`src/rtl/rdo_pkg.sv`:
```
package rdo_pkg;
  typedef enum logic [1:0] {
    TGT_NONE = 2'd0,
    TGT_WCNT = 2'd1,
    TGT_FIFO = 2'd2,
    TGT_CTRL = 2'd3
  } tgt_e;

  localparam logic [5:0] AM_SHORT_SUP = 6'h2D;
  localparam logic [5:0] AM_STD_USR   = 6'h39;
  localparam logic [5:0] AM_STD_SUP   = 6'h3D;
endpackage

```
`src/rtl/rdo_win_match.sv`:
```
module rdo_win_match #(
  parameter int SPACE_W = 24,
  parameter int WIN_W   = 11,
  parameter int SLOT_W  = 4,
  localparam int HI_W   = SPACE_W - WIN_W
) (
  input  logic [HI_W-1:0]   addr_hi_i,
  input  logic [HI_W-1:0]   sw_i,
  input  logic [SLOT_W-1:0] slot_i,
  output logic              match_o
);
  logic [HI_W-1:0] card_base;

  // slot offset adds whole windows, wrapping within the space
  assign card_base = sw_i + HI_W'(slot_i);
  assign match_o   = (addr_hi_i == card_base);
endmodule

```
`src/rtl/rdo_decode.sv`:
```
module rdo_decode
  import rdo_pkg::*;
#(
  parameter int              WIN_W    = 11,
  parameter logic [WIN_W-1:0] FIFO_OFS = '0,
  parameter logic [WIN_W-1:0] CTRL_OFS = WIN_W'(4),
  parameter logic [WIN_W-1:0] WCNT_OFS = '0
) (
  input  logic             hit16_i,
  input  logic             hit24_i,
  input  logic [5:0]       am_i,
  input  logic [WIN_W-1:0] ofs_i,
  input  logic             write_i,
  input  logic             lword_i,
  output tgt_e             tgt_o
);
  logic am16, am24;

  assign am16 = (am_i == AM_SHORT_SUP);
  assign am24 = (am_i == AM_STD_USR) || (am_i == AM_STD_SUP);

  always_comb begin
    tgt_o = TGT_NONE;
    if (am16 && hit16_i && !lword_i && !write_i && ofs_i == WCNT_OFS)
      tgt_o = TGT_WCNT;
    else if (am24 && hit24_i && lword_i) begin
      if (ofs_i == FIFO_OFS && !write_i) tgt_o = TGT_FIFO;
      else if (ofs_i == CTRL_OFS)        tgt_o = TGT_CTRL;
    end
  end
endmodule

```
`src/rtl/rdo_wcount.sv`:
```
module rdo_wcount #(
  parameter int CW = 16
) (
  input  logic          clk_i,
  input  logic          rst_ni,
  input  logic          push_i,
  input  logic          pop_i,
  output logic [CW-1:0] count_o
);
  always_ff @(posedge clk_i or negedge rst_ni) begin
    if (!rst_ni)              count_o <= '0;
    else if (push_i && !pop_i) count_o <= count_o + CW'(1);
    else if (pop_i && !push_i) count_o <= count_o - CW'(1);
  end
endmodule

```
`src/rtl/rdo_addr_dec.sv`:
```
module rdo_addr_dec
  import rdo_pkg::*;
#(
  parameter int AW     = 24,
  parameter int A16_W  = 16,
  parameter int WIN_W  = 11,
  parameter int SLOT_W = 4,
  parameter int DW     = 32,
  parameter int CW     = 16,
  localparam int HI24_W = AW - WIN_W,
  localparam int HI16_W = A16_W - WIN_W
) (
  input  logic              clk_i,
  input  logic              rst_ni,
  input  logic [HI24_W-1:0] sw_a24_i,
  input  logic [HI16_W-1:0] sw_a16_i,
  input  logic [SLOT_W-1:0] slot_i,
  input  logic [AW-1:0]     addr_i,
  input  logic [5:0]        am_i,
  input  logic              strobe_i,
  input  logic              write_i,
  input  logic              lword_i,
  input  logic [DW-1:0]     wdata_i,
  output logic [DW-1:0]     rdata_o,
  output logic              ack_o,
  input  logic              fifo_push_i,
  input  logic [DW-1:0]     fifo_data_i,
  output logic              fifo_pop_o,
  output logic [DW-1:0]     ctrl_o
);
  logic          hit16, hit24, take, nonempty;
  tgt_e          tgt;
  logic [CW-1:0] wcnt;

  rdo_win_match #(.SPACE_W(AW), .WIN_W(WIN_W), .SLOT_W(SLOT_W)) u_win24 (
    .addr_hi_i (addr_i[AW-1:WIN_W]),
    .sw_i      (sw_a24_i),
    .slot_i    (slot_i),
    .match_o   (hit24)
  );

  rdo_win_match #(.SPACE_W(A16_W), .WIN_W(WIN_W), .SLOT_W(SLOT_W)) u_win16 (
    .addr_hi_i (addr_i[A16_W-1:WIN_W]),
    .sw_i      (sw_a16_i),
    .slot_i    (slot_i),
    .match_o   (hit16)
  );

  rdo_decode #(.WIN_W(WIN_W)) u_dec (
    .hit16_i (hit16),
    .hit24_i (hit24),
    .am_i    (am_i),
    .ofs_i   (addr_i[WIN_W-1:0]),
    .write_i (write_i),
    .lword_i (lword_i),
    .tgt_o   (tgt)
  );

  rdo_wcount #(.CW(CW)) u_wcnt (
    .clk_i   (clk_i),
    .rst_ni  (rst_ni),
    .push_i  (fifo_push_i),
    .pop_i   (fifo_pop_o),
    .count_o (wcnt)
  );

  // one action per strobe: only act on the edge that raises ack
  assign take       = strobe_i && !ack_o && (tgt != TGT_NONE);
  assign nonempty   = (wcnt != '0);
  assign fifo_pop_o = take && (tgt == TGT_FIFO) && nonempty;

  always_ff @(posedge clk_i or negedge rst_ni) begin
    if (!rst_ni) begin
      ack_o   <= 1'b0;
      rdata_o <= '0;
      ctrl_o  <= '0;
    end else begin
      if (!strobe_i) ack_o <= 1'b0;
      else if (take) ack_o <= 1'b1;
      if (take) begin
        unique case (tgt)
          TGT_WCNT: rdata_o <= DW'(wcnt);
          TGT_FIFO: rdata_o <= nonempty ? fifo_data_i : '0;
          TGT_CTRL: rdata_o <= write_i ? '0 : ctrl_o;
          default:  rdata_o <= '0;
        endcase
        if (tgt == TGT_CTRL && write_i) ctrl_o <= wdata_i;
      end
    end
  end
endmodule

```
`config.mk`:
```
export PLATFORM = sky130hd
export DESIGN_NAME = rdo_addr_dec
export DESIGN_NICKNAME = d
export VERILOG_FILES = /design/src/rtl/rdo_pkg.sv /design/src/rtl/rdo_win_match.sv /design/src/rtl/rdo_decode.sv /design/src/rtl/rdo_wcount.sv /design/src/rtl/rdo_addr_dec.sv
export SDC_FILE = /design/constraint.sdc
export NUM_CORES = 1
export LEC_CHECK = 0
export CAP_MARGIN = 20
export CELL_PAD_IN_SITES_DETAIL_PLACEMENT = 1
export CELL_PAD_IN_SITES_GLOBAL_PLACEMENT = 1
export CORE_AREA = 2 2 136 138
export CTS_CLUSTER_DIAMETER = 40
export DETAILED_ROUTE_END_ITERATION = 12
export DIE_AREA = 0 0 138 140
export PLACE_DENSITY_LB_ADDON = 0.25
export RECOVER_POWER = 25
export SYNTH_ARGS = -nofsm -noshare
export SYNTH_HDL_FRONTEND = slang
export SYNTH_HIERARCHICAL = 1
export SYNTH_SLANG_ARGS = --single-unit
```
`constraint.sdc`:
```
create_clock -name clk_i -period 17.7 [get_ports clk_i]
set_input_delay 4.425 -clock clk_i [delete_from_list [all_inputs] [get_ports clk_i]]
set_output_delay 4.425 -clock clk_i [all_outputs]
set_load 0.02 [all_outputs]
```
==> impl_metrics.json <==
{
  "wire_per_inst_um": 19.4,
  "die_h_um": 140,
  "clkLatencyLatePin_ns": 0.33,
  "mostFrequentLayoutCell": "clkdlybuf4s50_1",
  "violations": "max-capacitance violations, max-slew violations",
  "place_area_um2": 7010,
  "antenna_found_initial": 0,
  "final_hold_viol_count": 0,
  "start_kind": "primary input",
  "cp_max_fo": 7,
  "synth_seq_cells": 81,
  "cp_data_required_time_ns": 13.28,
  "die_w_um": 138,
  "drt_iter0_drc": 154,
  "period_share_pct": 73.6,
  "pre_cts_slack_ns": 4.66,
  "yosysSeqAreaShare_pct": 41.0,
  "routed_wl_um": 17200,
  "synth_cell_types": 69,
  "whs_ns": 0.517,
  "port_buffers": 187,
  "dp_hpwl_um": 13000,
  "regToRegSetupSlack_ns": 13.58,
  "reg2reg_from": "u_wcnt/count_o[8]",
  "crit_type": "in -> out",
  "rows": 49,
  "rsz0062_at_grt": "false",
  "diodes": 0,
  "clock_sinks": 81,
  "die_area_um2": 19300,
  "final_area_um2": 7340,
  "ys.flop_type": "dfrtp_1",
  "initial_core_util_pct": 27.8,
  "finalSetupTns_ns": 0,
  "worstHoldPathCells": 1,
  "power_uw": 634,
  "maxCapViolCount": 2,
  "power_density_nw_per_um2": 86.4,
  "cp_num_buf_inv": 2,
  "post_cts_buffers": 0,
  "slew_headroom_pct": -73.7,
  "path_cells": "clkdlybuf4s50_1 -> ha_1 -> fa_1 -> a211oi_2 -> or4_4 -> or3_1 -> a2111o_1 -> nor3_2 -> o2111ai_1 -> nor2_1 -> and4_1 -> clkdlybuf4s50_1",
  "num_vias": 4572,
  "yosysWarnings": 6,
  "fin_cells": 883,
  "skew_ns": 0.00722,
  "reg2reg_to": "u_wcnt/count_o[14]",
  "core_um2": 17800,
  "cts_made_buffers": 9,
  "overflow": 0,
  "leakage_nw": 3.17,
  "final-setup-viol-count": 0,
  "n_fill_cell": 1967,
  "async_flop_share_pct": 100,
  "hold_class": "reg -> reg",
  "seq_area_um2": 2030,
  "multi_input_area_um2": 2760,
  "drv_slew": 84,
  "min_to": "rdata_o[20]",
  "cts_resized": 0,
  "cp_slowest_cell": "clkdlybuf4s50_1",
  "syn_avg_cell_area_um2": 10.6,
  "area_growth_pct": 48.4,
  "crit_top_cell": "clkdlybuf4s50_1",
  "syn-cell-area_um2": 4940,
  "final_cell_mix": "clkdlybuf4s50_1, dfrtp_1, nor2_1",
  "post-route-drc-count": 0,
  "max-vdd-ir-drop_uv": 48.8,
  "grt_util_all_layers_pct": 17.8,
  "clkTransAtPathRegs_ns": 0.06,
  "grt_pass1_wl_um": 27500,
  "io_pins": 188,
  "worstSetupStartpoint": "slot_i[0]",
  "tightest_slew_ns": 2.61,
  "crit_family": "simple AND/OR/NAND/NOR gates",
  "setup_ws_ns": 4.67,
  "post_drt_via_cell_ratio": 5.18,
  "reg2reg_depth": 14,
  "grt_pass1_vias": 4914,
  "fin_util_pct": 41.3,
  "routabilityCongestion": 0.842,
  "endpoint_kind": "output port",
  "clock_path_buffers": 2,
  "syn_inst": 468,
  "placed_cells": 865,
  "arrival_ns": 8.61,
  "outcome": "finished with violations",
  "holdBufCountCts": 0,
  "cts_root_buf": "clkbuf_16",
  "drive_gt1_share_pct": 10.2,
  "min_from": "rdata_o[20]",
  "syn_nets": 617,
  "h-tree-depth": 3,
  "first_pass_iters": 4,
  "max_stage_delay_ns": 0.69,
  "ant_nets": 0,
  "synth-edff-count": 0,
  "fin_crit_ns": 13.03,
  "maxClockFrequency_mhz": 76.7,
  "cts_tree": "yes",
  "layout.nets": 798,
  "grt_max_degree": 82
}
## cells in the mapped netlist, types with 6 or more instances
library cell / n / share of area [%]
mux2_2: 28 / 6.4
ha_1: 24 / 6.1
a21oi_1: 15 / 1.5
xnor2_1: 19 / 3.4
nand2_1: 25 / 1.9
o21ai_0: 19 / 1.9
inv_1: 9 / 0.68
nand3_1: 9 / 0.91
a221oi_1: 16 / 2.8
xor2_1: 15 / 2.7
o2bb2ai_1: 16 / 2.8
nand4_1: 6 / 0.76
o211ai_1: 7 / 1.1
nor2_1: 31 / 2.4
a221o_1: 16 / 3.2
clkbuf_1: 15 / 1.1
dfrtp_1: 81 / 41
and3_1: 18 / 2.3
a21o_1: 10 / 1.5
## routing by layer
layer / wire length (um) / GRT usage (%) / up-vias / share of wire [%]
li1: - / - / 2151 / -
met1: 7690 / 23.1 / 2278 / 45
met2: 8460 / 30.6 / 124 / 49
met3: 738 / 3.52 / 19 / 4.3
met4: 272 / 4.14 / 0 / 1.6
met5: 0 / 0 / - / 0
## sequential cells by signal, summed over array words and instances (netlist names)
name,count
ctrl_o,32
rdata_o,32
u_wcnt/count_o,16
ack_o,1
## worst reg2reg max path: stages, from the launching register on
cell,delay [ns]
dfrtp_1,0.43
nor4_2,0.39
nand4_1,0.17
and4_1,0.25
buf_4,0.27
inv_1,0.10
ha_1,0.24
inv_1,0.31
ha_1,0.46
nor2b_1,0.21
o211ai_1,0.14
a21oi_1,0.40
nand3_1,0.18
a311o_1,0.39
o211ai_1,0.11
## where the power goes
group | total (mW) | internal, mW | switching [mW]
Clock | 0.185 | 0.110 | 0.0752
Combinational | 0.216 | 0.103 | 0.114
Sequential | 0.233 | 0.204 | 0.0286
Total | 0.634 | 0.417 | 0.217
## worst max-delay path by stage
stage / depth (start not counted) / to / slack, ns
after floorplan: 12 / fifo_pop_o / 5.70
after global placement: 12 / fifo_pop_o / 4.79
after detailed placement: 12 / fifo_pop_o / 4.66
after CTS: 12 / fifo_pop_o / 4.62
after global routing: 12 / fifo_pop_o / 4.42
final: 12 / fifo_pop_o / 4.67
## cell type report
type	instances	area share (%)
clock buffer	10	3.12
clock inverter	6	0.938
inverter	9	0.460
multi-input combinational	354	37.6
sequential	81	27.6
tap	229	3.90
timing repair buffer	194	26.4
## cell families after synthesis
kind of cell	after synthesis	share of synthesized area, %
flops	81	41.0
compound gates	131	20.5
mux	34	7.69
xor+xnor	35	6.35
fa+ha+maj	27	7.29
simple gates	127	13.9
buf+inv	33	3.24
Power figures use the tool's default switching activity.
